--- src/rtl/i2c_reg_pkg.sv ---
package i2c_reg_pkg;
  localparam int BYTE_W = 8;

  typedef enum logic [2:0] {
    ST_IDLE,
    ST_ADDR,
    ST_TACK,
    ST_WRB,
    ST_RDB,
    ST_RACK,
    ST_SKIP
  } tgt_state_e;

  typedef struct packed {
    logic scl;
    logic sda;
    logic scl_rise;
    logic scl_fall;
    logic start;
    logic stop;
  } bus_ev_t;
endpackage

--- src/rtl/i2c_bus_sync.sv ---
module i2c_bus_sync
  import i2c_reg_pkg::*;
#(
  parameter int STAGES = 2
) (
  input  logic    clk_i,
  input  logic    rst_ni,
  input  logic    scl_i,
  input  logic    sda_i,
  output bus_ev_t ev_o
);
  logic [STAGES-1:0] scl_q, sda_q;
  logic scl_d, sda_d;

  always_ff @(posedge clk_i or negedge rst_ni) begin
    if (!rst_ni) begin
      scl_q <= '1;
      sda_q <= '1;
      scl_d <= 1'b1;
      sda_d <= 1'b1;
    end else begin
      scl_q <= {scl_q[STAGES-2:0], scl_i};
      sda_q <= {sda_q[STAGES-2:0], sda_i};
      scl_d <= scl_q[STAGES-1];
      sda_d <= sda_q[STAGES-1];
    end
  end

  logic scl_s, sda_s;
  assign scl_s = scl_q[STAGES-1];
  assign sda_s = sda_q[STAGES-1];

  always_comb begin
    ev_o.scl      = scl_s;
    ev_o.sda      = sda_s;
    ev_o.scl_rise = scl_s & ~scl_d;
    ev_o.scl_fall = ~scl_s & scl_d;
    ev_o.start    = scl_s & scl_d & sda_d & ~sda_s;
    ev_o.stop     = scl_s & scl_d & ~sda_d & sda_s;
  end
endmodule

--- src/rtl/i2c_reg_bank.sv ---
module i2c_reg_bank
  import i2c_reg_pkg::*;
#(
  parameter int NUM_REGS = 21,
  parameter int PTR_W    = 6
) (
  input  logic              clk_i,
  input  logic              rst_ni,
  input  logic              ptr_load_i,
  input  logic [PTR_W-1:0]  ptr_val_i,
  input  logic              ptr_inc_i,
  input  logic              wr_en_i,
  input  logic [BYTE_W-1:0] wr_data_i,
  input  logic [PTR_W-1:0]  rd_addr_i,
  output logic [PTR_W-1:0]  ptr_o,
  output logic [BYTE_W-1:0] tx_data_o,
  output logic [BYTE_W-1:0] rd_data_o
);
  localparam logic [PTR_W-1:0] LAST = PTR_W'(NUM_REGS - 1);

  logic [PTR_W-1:0]  ptr_q;
  logic [BYTE_W-1:0] regs [NUM_REGS];

  always_ff @(posedge clk_i or negedge rst_ni) begin
    if (!rst_ni)        ptr_q <= '0;
    else if (ptr_load_i) ptr_q <= ptr_val_i;
    else if (ptr_inc_i)  ptr_q <= (ptr_q >= LAST) ? '0 : ptr_q + PTR_W'(1);
  end

  for (genvar g = 0; g < NUM_REGS; g++) begin : g_reg
    logic [BYTE_W-1:0] q;
    always_ff @(posedge clk_i or negedge rst_ni) begin
      if (!rst_ni)                             q <= '0;
      else if (wr_en_i && ptr_q == PTR_W'(g)) q <= wr_data_i;
    end
    assign regs[g] = q;
  end

  always_comb begin
    tx_data_o = '0;
    rd_data_o = '0;
    for (int i = 0; i < NUM_REGS; i++) begin
      if (ptr_q == PTR_W'(i))     tx_data_o = regs[i];
      if (rd_addr_i == PTR_W'(i)) rd_data_o = regs[i];
    end
  end

  assign ptr_o = ptr_q;
endmodule

--- src/rtl/i2c_target_fsm.sv ---
module i2c_target_fsm
  import i2c_reg_pkg::*;
#(
  parameter logic [6:0] DEV_ADDR = 7'h12,
  parameter int         PTR_W    = 6
) (
  input  logic              clk_i,
  input  logic              rst_ni,
  input  bus_ev_t           ev_i,
  input  logic [BYTE_W-1:0] tx_data_i,
  output logic              sda_oe_o,
  output logic              ptr_load_o,
  output logic [PTR_W-1:0]  ptr_val_o,
  output logic              ptr_inc_o,
  output logic              wr_en_o,
  output logic [BYTE_W-1:0] wr_data_o
);
  tgt_state_e        state_q;
  logic [2:0]        cnt_q;
  logic              full_q, rw_q, first_q, oe_q, mack_q;
  logic [BYTE_W-1:0] sh_q;

  logic byte_evt, load_tx, wr_byte;
  assign byte_evt = ev_i.scl_fall & full_q;
  assign wr_byte  = (state_q == ST_WRB) & byte_evt;
  assign load_tx  = ev_i.scl_fall & ((state_q == ST_TACK & rw_q) |
                                     (state_q == ST_RACK & mack_q));

  assign wr_en_o    = wr_byte & ~first_q;
  assign ptr_load_o = wr_byte & first_q;
  assign ptr_val_o  = sh_q[PTR_W-1:0];
  assign wr_data_o  = sh_q;
  assign ptr_inc_o  = load_tx | wr_en_o;
  assign sda_oe_o   = oe_q;

  always_ff @(posedge clk_i or negedge rst_ni) begin
    if (!rst_ni) begin
      state_q <= ST_IDLE;
      cnt_q   <= '0;
      full_q  <= 1'b0;
      rw_q    <= 1'b0;
      first_q <= 1'b1;
      oe_q    <= 1'b0;
      mack_q  <= 1'b0;
      sh_q    <= '0;
    end else if (ev_i.start) begin
      state_q <= ST_ADDR;
      cnt_q   <= '0;
      full_q  <= 1'b0;
      first_q <= 1'b1;
      oe_q    <= 1'b0;
    end else if (ev_i.stop) begin
      state_q <= ST_IDLE;
      full_q  <= 1'b0;
      oe_q    <= 1'b0;
    end else begin
      unique case (state_q)
        ST_ADDR, ST_WRB: begin
          if (ev_i.scl_rise) begin
            sh_q  <= {sh_q[BYTE_W-2:0], ev_i.sda};
            cnt_q <= cnt_q + 3'd1;
            if (cnt_q == 3'd7) full_q <= 1'b1;
          end
          if (byte_evt) begin
            full_q <= 1'b0;
            cnt_q  <= '0;
            if (state_q == ST_ADDR) begin
              if (sh_q[7:1] == DEV_ADDR) begin
                oe_q    <= 1'b1;
                rw_q    <= sh_q[0];
                state_q <= ST_TACK;
              end else begin
                state_q <= ST_SKIP;
              end
            end else begin
              oe_q    <= 1'b1;
              first_q <= 1'b0;
              state_q <= ST_TACK;
            end
          end
        end
        ST_TACK: begin
          if (ev_i.scl_fall) begin
            if (rw_q) begin
              sh_q    <= tx_data_i;
              oe_q    <= ~tx_data_i[7];
              cnt_q   <= '0;
              state_q <= ST_RDB;
            end else begin
              oe_q    <= 1'b0;
              state_q <= ST_WRB;
            end
          end
        end
        ST_RDB: begin
          if (ev_i.scl_fall) begin
            if (cnt_q == 3'd7) begin
              oe_q    <= 1'b0;
              state_q <= ST_RACK;
            end else begin
              sh_q  <= {sh_q[BYTE_W-2:0], 1'b0};
              oe_q  <= ~sh_q[6];
              cnt_q <= cnt_q + 3'd1;
            end
          end
        end
        ST_RACK: begin
          if (ev_i.scl_rise) mack_q <= ~ev_i.sda;
          if (ev_i.scl_fall) begin
            if (mack_q) begin
              sh_q    <= tx_data_i;
              oe_q    <= ~tx_data_i[7];
              cnt_q   <= '0;
              state_q <= ST_RDB;
            end else begin
              state_q <= ST_SKIP;
            end
          end
        end
        default: ;
      endcase
    end
  end
endmodule

--- src/rtl/i2c_reg_target.sv ---
module i2c_reg_target
  import i2c_reg_pkg::*;
#(
  parameter logic [6:0] DEV_ADDR    = 7'h12,
  parameter int         NUM_REGS    = 21,
  parameter int         PTR_W       = 6,
  parameter int         SYNC_STAGES = 2
) (
  input  logic              clk_i,
  input  logic              rst_ni,
  input  logic              scl_i,
  input  logic              sda_i,
  output logic              sda_oe_o,
  input  logic [PTR_W-1:0]  rd_addr_i,
  output logic [BYTE_W-1:0] rd_data_o
);
  bus_ev_t           bus_ev;
  logic [PTR_W-1:0]  ptr, ptr_val;
  logic              ptr_load, ptr_inc, wr_en;
  logic [BYTE_W-1:0] wr_data, tx_data;

  i2c_bus_sync #(.STAGES(SYNC_STAGES)) sync_i (
    .clk_i, .rst_ni, .scl_i, .sda_i, .ev_o(bus_ev)
  );

  i2c_target_fsm #(.DEV_ADDR(DEV_ADDR), .PTR_W(PTR_W)) fsm_i (
    .clk_i, .rst_ni,
    .ev_i       (bus_ev),
    .tx_data_i  (tx_data),
    .sda_oe_o,
    .ptr_load_o (ptr_load),
    .ptr_val_o  (ptr_val),
    .ptr_inc_o  (ptr_inc),
    .wr_en_o    (wr_en),
    .wr_data_o  (wr_data)
  );

  i2c_reg_bank #(.NUM_REGS(NUM_REGS), .PTR_W(PTR_W)) bank_i (
    .clk_i, .rst_ni,
    .ptr_load_i (ptr_load),
    .ptr_val_i  (ptr_val),
    .ptr_inc_i  (ptr_inc),
    .wr_en_i    (wr_en),
    .wr_data_i  (wr_data),
    .rd_addr_i,
    .ptr_o      (ptr),
    .tx_data_o  (tx_data),
    .rd_data_o
  );
endmodule

--- config.mk ---
export PLATFORM = sky130hd
export DESIGN_NAME = i2c_reg_target
export DESIGN_NICKNAME = d
export VERILOG_FILES = /design/src/rtl/i2c_reg_pkg.sv /design/src/rtl/i2c_bus_sync.sv /design/src/rtl/i2c_reg_bank.sv /design/src/rtl/i2c_target_fsm.sv /design/src/rtl/i2c_reg_target.sv
export SDC_FILE = /design/constraint.sdc
export NUM_CORES = 1
export LEC_CHECK = 0
export ABC_AREA = 1
export BUFFER_PORTS_ARGS = -buffer_cell sky130_fd_sc_hd__buf_2
export CORE_MARGIN = 2
export CORE_UTILIZATION = 64
export DETAILED_ROUTE_END_ITERATION = 7
export PLACE_DENSITY_LB_ADDON = 0.25
export SLEW_MARGIN = 10
export SYNTH_ARGS = -nofsm -noshare
export SYNTH_HDL_FRONTEND = slang
export SYNTH_SLANG_ARGS = --single-unit
--- constraint.sdc ---
create_clock -name clk_i -period 3 [get_ports clk_i]
set_input_delay 0 -clock clk_i [delete_from_list [all_inputs] [get_ports clk_i]]
set_output_delay 0 -clock clk_i [all_outputs]
set_load 0.01 [all_outputs]
=== After elaboration in Yosys (flattened, before gate mapping) ===
Cells that the tools add are included.

* Add/sub/neg operators: 2
* Magnitude comparators: 1
* Eq/ne operators: 70
* Muxes and demuxes: 99
* Bitwise logic cells: 25
* Reduce and logical (&&, ||, !) cells: 41

{| class="wikitable"
|+ Operators with widths
! operator !! number
|-
| two-way mux 8 bit || 49
|-
| equality test 6 x 4 -> 1 bit, second input constant || 16
|-
| equality test 6 x 5 -> 1 bit, second input constant || 10
|-
| two-way mux 3 bit || 20
|-
| equality test 6 x 3 -> 1 bit, second input constant || 8
|-
| one-hot mux 8 bit (4 select lines) || 1
|-
| != test 4 x 3 -> 1 bit, second input constant || 7
|-
| equality test 6 x 2 -> 1 bit, second input constant || 4
|-
| one-hot mux 3 bit (4 select lines) || 2
|-
| two-way mux 1 bit || 22
|-
| logical AND 1 bit || 21
|-
| two-way mux 6 bit || 3
|-
| != test 3 x 2 -> 1 bit, second input constant || 5
|-
| AND 1 bit || 14
|-
| equality test 6 x 1 -> 1 bit, second input constant || 2
|-
| logical NOT 6 bit || 2
|-
| != test 2 x 1 -> 1 bit, second input constant || 6
|-
| AND reduction 6 bit || 2
|-
| nonzero test 4 bit || 3
|-
| AND reduction 10 bit || 1
|-
| equality test 3 bit, second input constant || 3
|-
| NOT 1 bit || 9
|-
| AND reduction 9 bit || 1
|-
| AND reduction 4 bit || 2
|-
| 19 further kinds || 25
|}

* Register bits after elaboration: 199
* Bits of input ports: 10
* Output and inout bits: 9
* Word-level logic and storage cells: 272

=== Logic depth before layout (Yosys ltp) ===
Gate-level depths: netlist of run 1.

* Depth after elaboration: 28
* Depth in mapped cells: 27
* Gate-level depth less buffers: 27

=== Hierarchy ===
Synthesis of run 1 repeated with hierarchy kept, for this count alone.

* Cells, all modules: 1555
* Area total of the unflattened synthesis: 11177.0 um^2

{| class="wikitable"
|+ By module, submodules not included
! module !! instances !! cells each !! area an instance (um^2) !! sequential area each (um^2)
|-
| i2c_reg_bank || 1 || 1317 || 9542.9 || 4354.2
|-
| i2c_target_fsm || 1 || 219 || 1420.1 || 476.7
|-
| i2c_bus_sync || 1 || 19 || 214.0 || 157.7
|}

=== Worst setup path before layout of run 1 ===
OpenSTA, ideal clock, no wires.

* Path kind: register to register
* From: register bank_i.ptr_q[1], in the netlist bank_i.ptr_o[1]
* To: register fsm_i.oe_q, in the netlist fsm_i.sda_oe_o
* Library setup time: 116 ps
* Arrival: 2220 ps
* Required time: 2884 ps
* Setup slack: 663 ps
* Stages on the path, launching flop included: 26
* Buffers on the path: 2
* Clock period less this slack: 2337 ps
* Cell sequence: dfrtp_1 > inv_1 > ha_1 > nand2_4 > buf_12 > nor2_8 > buf_6 > a21oi_1 > nand2_1 > nand3_1 > nand4_1 > nand3_1 > nand3_1 > nand2_1 > nand3_1 > nand3_1 > nand3_1 > nand2_1 > nand3_1 > nand2_1 > nand2_1 > nand2_1 > nand3_1 > nand2_1 > nand2_1 > nand2_1

* Word-level cells in the longest chain between the ends: 28
* Elaborated cells on any way between the ends: 50
* Those cells by class: eq/ne (20); mux (28); bitwise (1); reduce/logical (1)

{| class="wikitable"
|+ Ends and longest elaborated chain
! what !! RTL line !! source
|-
| start: declaration || i2c_reg_bank.sv:21 || <nowiki>logic [PTR_W-1:0] ptr_q;</nowiki>
|-
| start signal: assignment || i2c_reg_bank.sv:26 || <nowiki>else if (ptr_load_i) ptr_q <= ptr_val_i;</nowiki>
|-
| start signal: assignment || i2c_reg_bank.sv:27 || <nowiki>else if (ptr_inc_i) ptr_q <= (ptr_q >= LAST) ? '0 : ptr_q + PTR_W'(1);</nowiki>
|-
| logical NOT 6 bit || i2c_reg_bank.sv:43 || <nowiki>if (ptr_q == PTR_W'(i)) tx_data_o = regs[i];</nowiki>
|-
| two-way mux 8 bit (20 in a row) || i2c_reg_bank.sv:43 ||
|-
| two-way mux 8 bit (*) || i2c_reg_bank.sv:43 ||
|-
| NOT 1 bit (*) || i2c_target_fsm.sv:86, i2c_target_fsm.sv:112 ||
|-
| two-way mux 1 bit (on tied branches) || i2c_target_fsm.sv:110, i2c_target_fsm.sv:84 ||
|-
| two-way mux 1 bit (on tied branches) || i2c_target_fsm.sv:109, i2c_target_fsm.sv:83 ||
|-
| one-hot mux 1 bit (4 select lines) (*) || i2c_target_fsm.sv:57 || <nowiki>unique case (state_q)</nowiki>
|-
| two-way mux 1 bit (*) || i2c_target_fsm.sv:52 || <nowiki>end else if (ev_i.stop) begin</nowiki>
|-
| two-way mux 1 bit (*) || i2c_target_fsm.sv:46 || <nowiki>end else if (ev_i.start) begin</nowiki>
|-
| end signal: assignment || i2c_target_fsm.sv:86 || <nowiki>oe_q <= ~tx_data_i[7];</nowiki>
|-
| end signal: assignment || i2c_target_fsm.sv:102 || <nowiki>oe_q <= ~sh_q[6];</nowiki>
|-
| end signal: assignment || i2c_target_fsm.sv:112 || <nowiki>oe_q <= ~tx_data_i[7];</nowiki>
|-
| end: declaration || i2c_target_fsm.sv:20 || <nowiki>logic full_q, rw_q, first_q, oe_q, mack_q;</nowiki>
|}

Every way passes the cells marked *; elsewhere a longest branch is shown, timed or not. The select of a mux whose other input is x is not followed.
A chain may end at the register's enable or synchronous reset.

=== Final worst setup path of run 1 ===
* From: register bank_i.ptr_q[0], in the netlist bank_i.ptr_o[0]
* To: register fsm_i.sh_q[5], in the netlist fsm_i.wr_data_o[5]

* Word-level cells in the longest chain between the ends: 25
* Elaborated cells on any way between the ends: 47
* Those cells by class: eq/ne (20); mux (26); reduce/logical (1)

{| class="wikitable"
|+ Ends and longest elaborated chain
! what !! RTL line !! source
|-
| logical NOT 6 bit || i2c_reg_bank.sv:43 ||
|-
| two-way mux 8 bit (20 in a row) || i2c_reg_bank.sv:43 ||
|-
| two-way mux 8 bit (*) || i2c_reg_bank.sv:43 ||
|-
| two-way mux 8 bit (on tied branches) || i2c_target_fsm.sv:110, i2c_target_fsm.sv:84 ||
|-
| two-way mux 8 bit (on tied branches) || i2c_target_fsm.sv:109, i2c_target_fsm.sv:83 ||
|-
| one-hot mux 8 bit (4 select lines) (*) || i2c_target_fsm.sv:57 ||
|-
| end signal: assignment || i2c_target_fsm.sv:60 || <nowiki>sh_q <= {sh_q[BYTE_W-2:0], ev_i.sda};</nowiki>
|-
| end signal: assignment || i2c_target_fsm.sv:101 || <nowiki>sh_q <= {sh_q[BYTE_W-2:0], 1'b0};</nowiki>
|-
| end signal: assignment || i2c_target_fsm.sv:111 || <nowiki>sh_q <= tx_data_i;</nowiki>
|-
| end: declaration || i2c_target_fsm.sv:21 || <nowiki>logic [BYTE_W-1:0] sh_q;</nowiki>
|}

Marks and branches as above.

==> results of run 1 <==
-- sequential cells by signal, indices dropped and copies added (netlist names), 2 cells and up --
register / count
bank_i.g.q: 168
bank_i.ptr_o: 6
fsm_i.cnt_q: 3
fsm_i.state_q: 3
fsm_i.wr_data_o: 8
sync_i.scl_q: 2
sync_i.sda_q: 2
-- worst paths after layout --
| check | endpoint | slack [ns] | depth (start not counted) |
|---|---|---|---|
| max | fsm_i.wr_data_o[5]$_DFFE_PN0P_ | 0.05 | 23 |
| min | bank_i.g_reg[3].q[6]$_DFFE_PN0P_ | 0.04 | 2 |
| max reg2reg | fsm_i.wr_data_o[5]$_DFFE_PN0P_ | 0.05 | 23 |
| min reg2reg | sync_i.scl_q[1]$_DFF_PN1_ | 0.36 | 0 |
| max in group asynchronous | bank_i.g_reg[17].q[4]$_DFFE_PN0P_ | 2.11 | 3 |
| min in group clk_i | sync_i.scl_q[0]$_DFF_PN1_ | 0.20 | 2 |
-- power groups by stage --
| stage | Combinational (uW) | Sequential (uW) | Clock [uW] |
|---|---|---|---|
| after floorplan | 912 | 2930 | 0 |
| after global placement | 1440 | 2950 | 0 |
| after detailed placement | 1460 | 2960 | 0 |
| after CTS | 1480 | 2900 | 2410 |
| after global routing | 1700 | 2930 | 2510 |
| final | 1540 | 2910 | 2410 |
-- through the flow --
stage	cells	cell area (sq um)	setup slack [ns]	setup TNS, ns	power [uW]
after CTS	1729	11930	0.03294	0	6791
after floorplan	1478	10930	0.6634	0	3840
final	1746	12220	0.05284	0	6867
after detailed placement	1694	11280	0.1076	0	4419
after global placement	1694	11280	0.1399	0	4392
after global routing	1746	12220	-0.1467	-0.5174	7131
-- cells in the final DEF, fill, tap and decap left out, types with 3 or more instances in the layout --
cell type and n:
o211ai_1 9, nor3_1 13, nand4_1 27, o21ai_0 205, a21oi_2 6, buf_12 3
o21ai_1 10, dlygate4sd3_1 3, nand3_2 4, dfrtp_1 189, buf_2 17, o21ai_2 3
dfstp_2 7, nand2_1 483, nor2_8 8, ha_4 3, inv_2 9, nor2_2 4
nand2_8 4, or2_2 10, clkbuf_16 17, inv_1 134, a211oi_1 4, a21oi_1 77
buf_4 42, nand3_1 60, inv_6 4, clkinv_4 3, dfrtp_2 3, inv_8 5
nor2_4 5, o2111ai_1 15, nor2_1 102
-- layer usage --
layer,vias to the layer above,GRT usage (%)
li1,4936,-
met1,4957,48.92
met2,554,56.94
met3,124,6.982
met4,0,13.04
met5,-,0
-- kinds of logic (layout without fill, tap and decap cells) --
| group | count (synthesis) | count (layout) | share of synthesized area, % |
|---|---|---|---|
| xor gates and xnor gates | 1 | 1 | 0.08014 |
| DFF | 199 | 199 | 45.64 |
| and+or+nand+nor | 725 | 726 | 28.62 |
| AOI/OAI and AO/OA | 347 | 347 | 17.40 |
| adders and majority gates | 6 | 6 | 0.6868 |
| buffers and inverters | 199 | 246 | 7.486 |
| muxes | 1 | 1 | 0.09158 |
-- repair_timing --
item	in CTS	in global routing
hold buffers	3	0
buffers inserted	0	16
setup endpoints to repair	0	14
resized for setup	0	31
hold endpoints to repair	194	0
-- area by class of cell --
cell class	instances	share of cell area, %
inverters	148	4.660
flip-flops and latches	199	40.86
repair buffers	66	4.127
clock inverters	14	1.495
clock buffers	18	3.513
well taps	220	2.253
multi-input cells	1081	43.09
==> impl_metrics.csv, run 1 <==
group,metric,value,unit
sta,finalHoldViolCount,0,
pwr,seqPwrFrac,42.4,%
yosys,synth_common_cells,"nand2_1, o21ai_0, dfrtp_1",
yosys,ys_types,48,
finish,fillers,1290,
yosys,syn_area,10930,sq um
pwr,p_switching,2424,uW
routing,route.met2.wl,14650,microns
worst_setup_path,cp_slowest_cell,"dfrtp_2",
routing,drc,0,
clocking,clkSlewWorstSetupHoldPaths,0.08,ns
yosys,ys_seq_elements,199,
floorplan,ioPinCount,19,
worst_setup_path,r2r-start,"bank_i.ptr_o[0]$_DFFE_PN0P_",
pwr,leakage,0.005584,uW
sta,fin_crit_sh,98.24,%
clocking,cts_tree,"yes",
clocking,clkLatencyLatePin,0.45,ns
yosys,syn_avg_cell_area,7.395,sq um
hold_path,hold_class,"input pin to async pin",
worst_setup_path,cp.arrival,3.28,ns
worst_setup_path,start_kind,"register",
yosys,postSynthNetCount,1494,
routing,ant_nets,0,
global_routing,antenna_found_initial,0,
yosys,synth_top_cell_area_share,43.96,%
job,drv_cap,0,
yosys,synth_area_leader_cell,"dfrtp_1",
placed_design,gp_congestion,0.9922,
worst_setup_path,critPathMaxFanout,9,
yosys,synth.most_common_cell,"nand2_1",
yosys,synth.top_cells.by_area,"dfrtp_1, nand2_1, o21ai_0, inv_1, a21oi_1",
global_routing,grt_pass1_vias,9812,
pwr,p_int,4443,uW
routing,m1WireLength,13240,microns
clocking,h-tree-depth,4,
worst_setup_path,worstPathRequired,3.33,ns
routing,drt_iter0_drc,1425,
clocking,numCtsBuffers,17,
yosys,syn_inst,1478,
worst_setup_path,cp-end-kind,"register",
clocking,clock-sinks,199,
clocking,cts.path.max_buffers,2,
routing,top_layer_used,"met4",
sta,fin_crit,2.947,ns
pwr,p_comb_share,22.5,%
pwr,vdd_drop_max,0.5890,mV
floorplan,initial_utilization,65.68,%
routing,wirelength,31640,microns
global_routing,grt_max_degree,98,
run_status,status,"finished clean",
routing,routed_via_density,6.054,
pwr,p_clk_share,35.1,%
sta,setup_viol,0,
floorplan,dieHeight,134.7,microns
yosys,ys_warn_count,0,
finish,finalNetCount,1529,
yosys,yosysSeqAreaShare,45.64,%
floorplan,rows,47,
routing,vias,10571,
sta,max_freq,339.3,MHz
yosys,synth_edf_count,0,
finish,utilization,73.41,%
floorplan,dieArea,18140,sq um
finish,seq_area,4992,sq um
routing,wl_met3,2502,microns
global_routing,globalRouteOverflowTotal,0,
clocking,root_buffer,"clkbuf_16",
finish,syn_to_final_growth,11.77,%
pwr,power.density,562.1,nW/um^2
global_routing,track_usage,35.69,%
sta,slew-limit-headroom,28.91,%
yosys,synth-main-ff-cell,"dfrtp_1",
floorplan,core_area,16640,sq um
sta,worst_slew_pin_slew,1.065,ns
pwr,netSwitchingFraction,35.30,%
placed_design,detailed_place_hpwl,21400,microns
global_routing,grt_first_pass_wirelength,50600,microns
worst_setup_path,critical_path.max_stage_delay,0.46,ns
worst_setup_path,crit_top_cell,"nand2_1",
routing,wire_per_inst,18.12,microns
worst_setup_path,path_buf_inv,1,
placed_design,port_buffers,18,
worst_setup_path,path_cells,"ha_2 > nand2_8 > nor2_8 > buf_4 > a21oi_1 > a21boi_2 > o21ai_1 > o211ai_1 > nand3_1 > nand2_1 > nand2_1 > nand2_1 > nand4_1 > nand3_1 > nand2_1 > nand2_1 > nand3_1 > nand2_1 > nand2_1 > nand2_1 > nand2_1 > nand2_1 > a21oi_1",
finish,num_antenna_cells,0,
routing,first_pass_iters,8,
sta,slew_violations,0,
finish,drive_gt1_share,11.21,%
worst_setup_path,criticalPathCategory,"register to register",
sta,fin_worst_skew,0.01195,ns
sta,hold_slack,0.04335,ns
worst_setup_path,crit_start,"bank_i.ptr_o[0]$_DFFE_PN0P_",
sta,rsz0062_at_grt,"yes",
worst_setup_path,crit_family,"simple AND/OR/NAND/NOR gates",
finish,multi_input_area,5264,sq um
floorplan,chipWidth,134.7,microns
yosys,async_reset_ff_share,100.0,%
Note: power is estimated with default switching activity, not from simulation.
==> inputs of run 2 (changes only) <==
Settings changed: CORE_UTILIZATION 64 to 50.
==> run 2 against run 1 <==
Flip-flop and latch count unchanged. Power down 0.58%. Routed wire length rose by 3.7%. Critical path type is now register to primary output. Largest cell class unchanged.
==> impl_metrics.csv, run 2 (synthesis results as in run 1) <==
group,metric,value,unit
worst_setup_path,critPathMaxFanout,2,
routing,wire_per_inst,18.05,microns
clocking,cts_tree,"yes",
job,drv_cap,0,
routing,wirelength,32810,microns
sta,finalSetupTns,0,ns
routing,routed_via_density,5.718,
placed_design,detailed_place_hpwl,22700,microns
finish,utilization,57.38,%
finish,multi_input_area,5310,sq um
floorplan,ioPinCount,19,
floorplan,dieHeight,151.9,microns
pwr,p_switching,2503,uW
global_routing,track_usage,28.41,%
floorplan,chipWidth,151.9,microns
sta,max_freq,339.8,MHz
placed_design,port_buffers,18,
worst_setup_path,cp-end-kind,"primary output",
sta,slew-limit-headroom,30.30,%
routing,vias,10396,
floorplan,initial_utilization,50.56,%
sta,fin_crit,2.943,ns
pwr,seqPwrFrac,42.6,%
finish,largest_reg_flops,168,
finish,final_common_cell,"nand2_1",
worst_setup_path,cp_slowest_cell,"dfrtp_1",
worst_setup_path,critical_path.max_stage_delay,0.39,ns
clocking,numCtsBuffers,17,
worst_setup_path,criticalPathCategory,"register to primary output",
global_routing,grt_pass1_vias,9731,
clocking,h-tree-depth,4,
finish,final_cells,1818,
clocking,clock-sinks,199,
clocking,cts.path.max_buffers,2,
pwr,power,6828,uW
worst_setup_path,path_cells,"inv_2 > nor2_1 > a211oi_2 > nand4_1 > o22ai_2 > nand3_1 > o21ai_1 > and3_1 > o2111ai_1 > o21ai_1 > nand3_1 > o21ai_2 > o2111ai_2 > buf_2",
pwr,power.density,550.4,nW/um^2
run_status,status,"finished clean",
sta,hold_slack,0.1908,ns
routing,ant_nets,0,
hold_path,hold_class,"input pin to register",
placed_design,dp_cells,1761,
floorplan,core_area,21620,sq um
pwr,vdd_drop_max,0.5373,mV
worst_setup_path,worstPathRequired,3.00,ns
sta,rsz0062_at_grt,"yes",
sta,slew_violations,0,
finish,layout_common_cells,"nand2_1, o21ai_0, dfrtp_1",
pwr,netSwitchingFraction,36.66,%
clocking,clkSlewWorstSetupHoldPaths,0.08,ns
worst_setup_path,crit_family,"compound AO/OA/AOI/OAI gates",
finish,seq_area,4992,sq um
finish,fillers,2033,
global_routing,grt_max_degree,99,
pwr,leakage,0.005642,uW
finish,num_antenna_cells,0,
global_routing,globalRouteOverflowTotal,0,
finish,finalNetCount,1541,
pwr,p_clk_share,34.4,%
finish,syn_to_final_growth,13.50,%
clocking,root_buffer,"clkbuf_16",
placed_design,gp_congestion,0.9798,
sta,fin_worst_skew,0.01912,ns
sta,finalHoldViolCount,0,
finish,regMostFlops,"bank_i.g.q",
global_routing,antenna_found_initial,0,
clocking,clkLatencyLatePin,0.45,ns
sta,fin_crit_sh,98.11,%
pwr,p_comb_share,23.0,%
worst_setup_path,cp.arrival,2.94,ns
sta,worst_slew_pin_slew,1.044,ns
routing,drc,0,
worst_setup_path,path_buf_inv,2,
routing,drt_iter0_drc,1266,
floorplan,dieArea,23060,sq um
floorplan,rows,54,
finish,drive_gt1_share,12.55,%
pwr,p_int,4325,uW
worst_setup_path,start_kind,"register",
routing,first_pass_iters,6,
global_routing,grt_first_pass_wirelength,52720,microns
sta,setup_viol,0,
[run 2: layout make-up]
| class | count | share of cell area (%) |
|---|---|---|
| Tap cell | 280 | 2.824 |
| Sequential cell | 199 | 40.24 |
| Multi-Input combinational cell | 1082 | 42.80 |
| Inverter | 148 | 4.609 |
| Clock buffer | 18 | 3.459 |
| Timing Repair Buffer | 77 | 4.629 |
| Clock inverter | 14 | 1.432 |
[run 2: power groups by stage]
stage,registers (uW),logic (uW),clock network [uW]
after floorplan,2930,912,0
after global placement,2950,1490,0
after detailed placement,2950,1490,0
after CTS,2900,1500,2360
after global routing,2930,1730,2480
final,2910,1570,2350
[run 2: timing repair]
| action | CTS | global route |
|---|---|---|
| gates resized for setup | 2 | 46 |
| setup buffers | 0 | 20 |
| setup endpoints to repair | 2 | 15 |
| pin swaps | 0 | 14 |
| hold endpoints to repair | 89 | 0 |
| hold buffers | 3 | 0 |
| cloned | 0 | 2 |
[run 2: worst reg2reg max path, stage by stage (launching register included)]
cell and delay (ns):
dfrtp_2 0.45, buf_4 0.16, ha_4 0.18, nand2_8 0.13, nor2_8 0.06, nand2_1 0.07
nand3_1 0.10, nand2_1 0.09, o2111ai_1 0.13, nand2_1 0.10, nand2_1 0.05, o21ai_1 0.09
nand3_1 0.10, nand3_1 0.10, nand2_1 0.06, nand2_1 0.07, nand3_1 0.12, nand3_2 0.13
nand2_1 0.05, nand2_1 0.06, nand3_1 0.08, nand2_1 0.06, nand2_1 0.07, nand2_1 0.09
nand2_1 0.06, nand2_1 0.11, a21oi_2 0.06
[run 2: stage by stage]
step	cell area (sq um)	worst slack (ns)
after CTS	12060	0.02328
after detailed placement	11410	0.06009
after global routing	12410	-0.09522
after global placement	11410	0.1591
final	12410	0.05683
after floorplan	10930	0.6634
[run 2: worst paths after layout]
path                                                  start                          endpoint  slack (ns)  cells after the start
max                        bank_i.g_reg[1].q[2]$_DFFE_PN0P_                      rd_data_o[2]        0.06                     14
min                                                   sda_i         sync_i.sda_q[0]$_DFF_PN1_        0.19                      2
max reg2reg                     bank_i.ptr_o[0]$_DFFE_PN0P_    fsm_i.wr_data_o[4]$_DFFE_PN0P_        0.08                     26
min reg2reg                       sync_i.scl_q[0]$_DFF_PN1_         sync_i.scl_q[1]$_DFF_PN1_        0.36                      0
max in group asynchronous                            rst_ni       bank_i.ptr_o[1]$_DFFE_PN0P_        1.83                      3
min in group asynchronous                            rst_ni  bank_i.g_reg[2].q[3]$_DFFE_PN0P_        0.20                      2
[run 2: metal layers]
| layer | vias to the layer above | GRT usage, % | routed length, microns |
|---|---|---|---|
| met2 | 516 | 45.11 | 15220 |
| met3 | 75 | 4.621 | 2544 |
| li1 | 4949 | - | - |
| met5 | - | 0 | 0 |
| met1 | 4856 | 40.11 | 14120 |
| met4 | 0 | 9.301 | 915 |
